--- config.mk ---
export PLATFORM = sky130hd
export DESIGN_NAME = rmii_adapter
export DESIGN_NICKNAME = d
export VERILOG_FILES = /design/src/rtl/rmii_adapter_pkg.sv /design/src/rtl/rmii_rx_fifo.sv /design/src/rtl/rmii_rx_serializer.sv /design/src/rtl/rmii_tx_assembler.sv /design/src/rtl/rmii_adapter.sv
export SDC_FILE = /design/constraint.sdc
export NUM_CORES = 1
export LEC_CHECK = 0
export ABC_AREA = 1
export BUFFER_PORTS_ARGS = -buffer_cell sky130_fd_sc_hd__buf_2
export CORE_MARGIN = 2
export CORE_UTILIZATION = 25
export CTS_CLUSTER_SIZE = 14
export DETAILED_ROUTE_END_ITERATION = 10
export HOLD_SLACK_MARGIN = 0.15
export PLACE_DENSITY = 0.47
export SLEW_MARGIN = 20
export SYNTH_ARGS = -nofsm -noshare
export SYNTH_HDL_FRONTEND = slang
export SYNTH_SLANG_ARGS = --single-unit
--- constraint.sdc ---
create_clock -name clk -period 4.2 [get_ports clk]
set_clock_uncertainty 0.15 [all_clocks]
set_input_delay 0.42 -clock clk [delete_from_list [all_inputs] [get_ports clk]]
set_output_delay 0.42 -clock clk [all_outputs]
set_load 0.005 [all_outputs]
--- src/rtl/rmii_adapter_pkg.sv ---
package rmii_adapter_pkg;
    localparam int NIBBLE_W = 4;
    localparam int PAIR_W   = 2;

    typedef struct packed {
        logic [NIBBLE_W-1:0] data;
        logic                err;
    } rx_nib_t;
endpackage

--- src/rtl/rmii_rx_fifo.sv ---
module rmii_rx_fifo
    import rmii_adapter_pkg::*;
#(
    parameter int DEPTH = 4
) (
    input  logic    clk,
    input  logic    rst_n,
    input  logic    wr_en,
    input  rx_nib_t wr_data,
    input  logic    rd_en,
    output rx_nib_t rd_data,
    output logic    empty
);
    localparam int AW = (DEPTH > 1) ? $clog2(DEPTH) : 1;
    localparam int CW = $clog2(DEPTH + 1);

    typedef struct packed {
        logic [AW-1:0] wp;
        logic [AW-1:0] rp;
        logic [CW-1:0] cnt;
    } ptr_t;

    ptr_t    p_d, p_q;
    rx_nib_t slot_q [DEPTH];
    logic    full, do_wr, do_rd;

    assign full    = (p_q.cnt == CW'(DEPTH));
    assign empty   = (p_q.cnt == '0);
    assign do_wr   = wr_en && !full;
    assign do_rd   = rd_en && !empty;
    assign rd_data = slot_q[p_q.rp];

    always_comb begin
        p_d = p_q;
        if (do_wr) p_d.wp = (p_q.wp == AW'(DEPTH - 1)) ? '0 : p_q.wp + 1'b1;
        if (do_rd) p_d.rp = (p_q.rp == AW'(DEPTH - 1)) ? '0 : p_q.rp + 1'b1;
        p_d.cnt = p_q.cnt + CW'(do_wr) - CW'(do_rd);
    end

    always_ff @(posedge clk) begin
        if (!rst_n) p_q <= '0;
        else        p_q <= p_d;
    end

    for (genvar i = 0; i < DEPTH; i++) begin : g_slot
        always_ff @(posedge clk) begin
            if (do_wr && p_q.wp == AW'(i)) slot_q[i] <= wr_data;
        end
    end
endmodule

--- src/rtl/rmii_rx_serializer.sv ---
module rmii_rx_serializer
    import rmii_adapter_pkg::*;
#(
    parameter int REPEAT = 10
) (
    input  logic        clk,
    input  logic        rst_n,
    input  logic        fast,
    input  logic        carrier,
    input  logic        fifo_empty,
    input  rx_nib_t     fifo_head,
    output logic        fifo_pop,
    output logic        crs_dv,
    output logic [1:0]  rxd,
    output logic        rx_er,
    output logic        active,
    output logic        phase
);
    localparam int REP_W = (REPEAT > 1) ? $clog2(REPEAT) : 1;

    typedef struct packed {
        logic                active;
        logic                phase;
        logic [REP_W-1:0]    rep;
        logic [NIBBLE_W-1:0] cur;
        logic                cur_data;
        logic                crs;
        logic [PAIR_W-1:0]   rxd;
        logic                rxer;
    } ser_t;

    ser_t                s_d, s_q;
    logic                slot_end, load, have_nib;
    logic [NIBBLE_W-1:0] next_nib;

    always_comb begin
        s_d      = s_q;
        load     = 1'b0;
        fifo_pop = 1'b0;
        have_nib = !fifo_empty;
        next_nib = have_nib ? fifo_head.data : '0;
        slot_end = fast || (s_q.rep == REP_W'(REPEAT - 1));

        if (s_q.active && !fast) s_d.rep = slot_end ? '0 : s_q.rep + 1'b1;
        else                     s_d.rep = '0;

        if (!s_q.active) begin
            load = carrier;
        end else if (slot_end) begin
            if (!s_q.phase) begin
                s_d.phase = 1'b1;
                s_d.rxd   = s_q.cur[3:2];
                s_d.crs   = s_q.crs | s_q.cur_data;
            end else if (carrier || have_nib) begin
                load = 1'b1;
            end else begin
                s_d.active   = 1'b0;
                s_d.phase    = 1'b0;
                s_d.crs      = 1'b0;
                s_d.rxd      = '0;
                s_d.rxer     = 1'b0;
                s_d.cur      = '0;
                s_d.cur_data = 1'b0;
            end
        end

        if (load) begin
            s_d.active   = 1'b1;
            s_d.phase    = 1'b0;
            s_d.crs      = carrier;
            s_d.cur      = next_nib;
            s_d.cur_data = have_nib;
            s_d.rxer     = have_nib && fifo_head.err;
            s_d.rxd      = next_nib[1:0];
            fifo_pop     = have_nib;
        end
    end

    always_ff @(posedge clk) begin
        if (!rst_n) s_q <= '0;
        else        s_q <= s_d;
    end

    assign crs_dv = s_q.crs;
    assign rxd    = s_q.rxd;
    assign rx_er  = s_q.rxer;
    assign active = s_q.active;
    assign phase  = s_q.phase;
endmodule

--- src/rtl/rmii_tx_assembler.sv ---
module rmii_tx_assembler
    import rmii_adapter_pkg::*;
#(
    parameter int REPEAT    = 10,
    parameter int SAMPLE_AT = 4
) (
    input  logic                clk,
    input  logic                rst_n,
    input  logic                fast,
    input  logic                tx_en,
    input  logic [PAIR_W-1:0]   txd,
    output logic                nib_valid,
    output logic [NIBBLE_W-1:0] nib_data
);
    localparam int REP_W = (REPEAT > 1) ? $clog2(REPEAT) : 1;

    typedef struct packed {
        logic [REP_W-1:0]    rep;
        logic                phase;
        logic [PAIR_W-1:0]   low;
        logic [NIBBLE_W-1:0] nib;
        logic                vld;
    } asm_t;

    asm_t a_d, a_q;
    logic take;

    always_comb begin
        a_d     = a_q;
        a_d.vld = 1'b0;
        take    = 1'b0;
        if (!tx_en) begin
            a_d.rep   = '0;
            a_d.phase = 1'b0;
        end else begin
            take = fast || (a_q.rep == REP_W'(SAMPLE_AT));
            if (fast) a_d.rep = '0;
            else      a_d.rep = (a_q.rep == REP_W'(REPEAT - 1)) ? '0 : a_q.rep + 1'b1;
            if (take) begin
                if (!a_q.phase) begin
                    a_d.low   = txd;
                    a_d.phase = 1'b1;
                end else begin
                    a_d.nib   = {txd, a_q.low};
                    a_d.vld   = 1'b1;
                    a_d.phase = 1'b0;
                end
            end
        end
    end

    always_ff @(posedge clk) begin
        if (!rst_n) a_q <= '0;
        else        a_q <= a_d;
    end

    assign nib_valid = a_q.vld;
    assign nib_data  = a_q.nib;
endmodule

--- src/rtl/rmii_adapter.sv ---
module rmii_adapter
    import rmii_adapter_pkg::*;
#(
    parameter int FIFO_DEPTH   = 4,
    parameter int SLOW_REPEAT  = 10,
    parameter int TX_SAMPLE_AT = 4
) (
    input  logic       clk,
    input  logic       rst_n,
    input  logic       speed_100,
    input  logic       phy_rx_carrier,
    input  logic       phy_rx_valid,
    input  logic [3:0] phy_rx_nibble,
    input  logic       phy_rx_err,
    output logic       rmii_crs_dv,
    output logic [1:0] rmii_rxd,
    output logic       rmii_rx_er,
    input  logic       rmii_tx_en,
    input  logic [1:0] rmii_txd,
    output logic       phy_tx_valid,
    output logic [3:0] phy_tx_nibble
);
    rx_nib_t wr_nib, head_nib;
    logic    fifo_empty, fifo_pop;
    logic    rx_active, rx_phase;

    assign wr_nib = '{data: phy_rx_nibble, err: phy_rx_err};

    rmii_rx_fifo #(.DEPTH(FIFO_DEPTH)) i_fifo (
        .clk     (clk),
        .rst_n   (rst_n),
        .wr_en   (phy_rx_valid),
        .wr_data (wr_nib),
        .rd_en   (fifo_pop),
        .rd_data (head_nib),
        .empty   (fifo_empty)
    );

    rmii_rx_serializer #(.REPEAT(SLOW_REPEAT)) i_ser (
        .clk        (clk),
        .rst_n      (rst_n),
        .fast       (speed_100),
        .carrier    (phy_rx_carrier),
        .fifo_empty (fifo_empty),
        .fifo_head  (head_nib),
        .fifo_pop   (fifo_pop),
        .crs_dv     (rmii_crs_dv),
        .rxd        (rmii_rxd),
        .rx_er      (rmii_rx_er),
        .active     (rx_active),
        .phase      (rx_phase)
    );

    rmii_tx_assembler #(.REPEAT(SLOW_REPEAT), .SAMPLE_AT(TX_SAMPLE_AT)) i_asm (
        .clk       (clk),
        .rst_n     (rst_n),
        .fast      (speed_100),
        .tx_en     (rmii_tx_en),
        .txd       (rmii_txd),
        .nib_valid (phy_tx_valid),
        .nib_data  (phy_tx_nibble)
    );
endmodule

==> key figures <==
Synth
  – XOR/XNOR share of the synthesized area: 1.836%
  – Ys flop type: dfxtp_1
  – Synth Area in Compound Gates: 10.55%
  – Area share of and/or/nand/nor cells after synthesis: 18.73%
  – Syn. warnings: 0
  – Mux cell area share after synthesis: 0%
  – Post-synth EDFFs: 20
  – Mapped Area: 2385 sq um
  – Synth Instances: 260
  – Fraction of the mapped netlist area in adder cells: 6.611%
  – Post-synthesis sequential area ratio: 53.73%
  – #FFs+latches synth: 54
  – Ranking of synthesized cells by area: dfxtp_1 (29%), edfxtp_1 (25%), nand2_1 (6.0%), ha_1 (5.8%), inv_1 (4.6%)
  – Synthesized Nets: 285
  – Main combinational cell family by area after synthesis: simple AND/OR/NAND/NOR gates
  – Average cell area after synthesis: 9.172 sq um
  – Top cells by count, synth: nand2_1 (38), dfxtp_1 (34), inv_1 (29), nor2_1 (26), edfxtp_1 (20)
  – Synth unique cells: 32
  – Most common cell in the netlist: nand2_1
  – Biggest area consumer among synthesized cells: dfxtp_1
  – Fraction of registers with async set/reset: 0%
  – Yosys top cell area share: 28.54%

Floorplanning
  – Io pins: 22
  – Core outline area: 9240 sq um
  – Die area: 10340 sq um
  – Initial Utilization: 25.81%
  – Overall die height: 101.7 um
  – Die width: 101.7 um
  – # rows: 35

Clocking
  – Number of setup buffers added after CTS: 0
  – Clk sinks: 54
  – Post_cts resized: 0
  – H-tree lvl count: 2
  – Total CTS buffers: 5
  – Largest buffer count on any clock path: 2
  – CTS tree: yes
  – Latest clock arrival within the worst-skew pair: 0.31 ns
  – Clock root buffer: clkbuf_8
  – Hold_buf cts: 0
  – CTS clock-pin slew for the worst setup and hold paths: 0.09 ns

Power and ir drop
  – Comb pwr share: 24.2%
  – Leak: 1.088 nW
  – Peak supply drop: 0.1414 mV
  – PwrDens: 467.6 nW/um^2
  – Clock share of power: 22.8%
  – Switching share of power: 33.01%
  – Sequential Power Share: 52.9%
  – Total net switching power: 413.4 uW
  – Cell internal pwr: 839.2 uW

Drt
  – Via/cell ratio: 4.068
  – Via count: 1664
  – Antenna Nets Post-Route: 0
  – Iteration-0 DRC count of the detailed router: 45
  – DR WL/cell: 10.98 um
  – Detailed Routing Iterations Pass 1: 4
  – # DRC: 0
  – Post-Route WL: 4.489 mm

Placed design
  – GPL Wtd Cong: 0.8112
  – Port Buf Inserts: 21
  – Place WS: 1.778 ns
  – Dpl hpwl: 3.306 mm

Timing
  – Hold Vio Cnt, Final: 0
  – RSZ-0062 raised after global routing: no
  – Max-slew headroom: 64.73%
  – Transition time of the tightest slew-check pin: 0.5271 ns
  – Fmax: 408.3 MHz
  – Period utilization: 58.31%
  – Final setup viols: 0
  – Hold WS: 0.1799 ns
  – Fin crit period: 2.449 ns
  – Fin. max-slew vios: 0
  – Setup tns final: 0 ns
  – PnR worst setup slack: 1.751 ns

Finish
  – Layout area overhead: 12.33%
  – Final core utilization: 28.99%
  – Layout cells sized above 1: 17.14%
  – NumNets Final: 304
  – Diode count: 0

Setup path
  – CP max FO: 8
  – Worst EP required: 4.29 ns
  – Setup CP Type: flop to flop
  – WP data arrival: 2.54 ns
  – Setup crit end kind: flop
  – R2r setup slk: 1.75 ns
  – Setup crit start kind: flop

Global route
  – Initial antenna violation count: 0
  – Largest net degree at the start of global routing: 19
  – First-pass GRT wire length: 7.569 mm
  – Global route overflow: 0
  – Number of global-route vias before repair: 1576
  – Tot GR Track Use: 9.499%

Run
  – Maxcap violations: 0

Hold path
  – Worst hold path type: input port to flop

Run status
  – Status: finished clean
[worst max-delay path, cell delays in order, from the launching register on]
cell and delay, ns:
dfxtp_1 0.39, ha_1 0.17, nand3_1 0.09, nand2_2 0.14
nand3_4 0.09, nand2_4 0.12, nand2_4 0.10, xnor2_1 0.16
ha_1 0.16, inv_1 0.05, fa_1 0.39, xor2_1 0.18
o21ai_1 0.08, a21oi_1 0.12
[per-stage QoR]
stage | cells | instance area, sq um | total power, mW
finish | 409 | 2679 | 1.253
global route | 409 | 2679 | 1.349
CTS | 409 | 2679 | 1.277
detailed placement | 401 | 2592 | 0.9856
global placement | 401 | 2592 | 0.9821
floorplan | 260 | 2385 | 0.8978
[cells by family (layout without fill, tap and decap cells)]
family / count (synthesis) / after routing
simple gates: 96 / 96
buf+inv: 47 / 67
fa+ha+maj: 12 / 12
compound gates: 46 / 46
flops: 54 / 54
xor+xnor: 5 / 5
[registers in the layout, indices dropped and copies added, names as in the netlist, named ones only]
name and cells:
i_fifo.slot_q 20, i_asm.a_q 7, i_fifo.p_q 7, i_ser.s_q 7, i_asm.nib_data 4, i_ser.rxd 2
i_asm.nib_valid 1, i_ser.active 1, i_ser.crs_dv 1, i_ser.phase 1, i_ser.rx_er 1
[area by class of cell]
class	count	area, sq um
Sequential cell	54	1281
Clock inverter	2	13.76
Clock buffer	6	72.57
Fill cell	993	6561
Tap cell	129	161.4
Multi-Input combinational cell	159	899.6
Inverter	38	145.1
Timing Repair Buffer	21	105.1
[power groups by stage]
stage	Combinational (mW)	Clock, mW	Sequential [mW]
finish	0.303	0.286	0.663
global route	0.349	0.325	0.674
CTS	0.311	0.302	0.664
detailed placement	0.310	0	0.676
global placement	0.307	0	0.675
floorplan	0.241	0	0.657
[layout by cell type, fill, tap and decap left out, drive strengths merged, types with 2 or more instances in the layout]
master	n
xor2	2
xnor2	3
clkbuf	6
dfxtp	34
edfxtp	20
clkinv	5
nand3	20
a31oi	2
nand2	44
a211oi	2
buf	21
inv	35
ha	11
a21oi	17
o21ai	21
o22ai	3
nor2	29
[per-layer routing]
layer	global-route usage (%)	part of all wire, %	up-vias
li1	-	-	879
met4	3.742	1.6	0
met3	2.692	3.7	7
met2	13.87	43	17
met5	0	0	-
met1	13.22	51	761
[path summary, 6_finish.rpt]
| check | endpoint | startpoint | depth (start not counted) |
|---|---|---|---|
| setup reg to reg | i_fifo.p_q[2] | i_ser.s_q[9] | 13 |
| hold reg to reg | i_asm.nib_data[3] | i_asm.nib_data[3] | 2 |
| hold / removal | i_fifo.slot_q[3][1] | phy_rx_nibble[0] | 1 |
| setup / recovery | i_fifo.p_q[2] | i_ser.s_q[9] | 13 |
(Power assumes the default switching activity.)
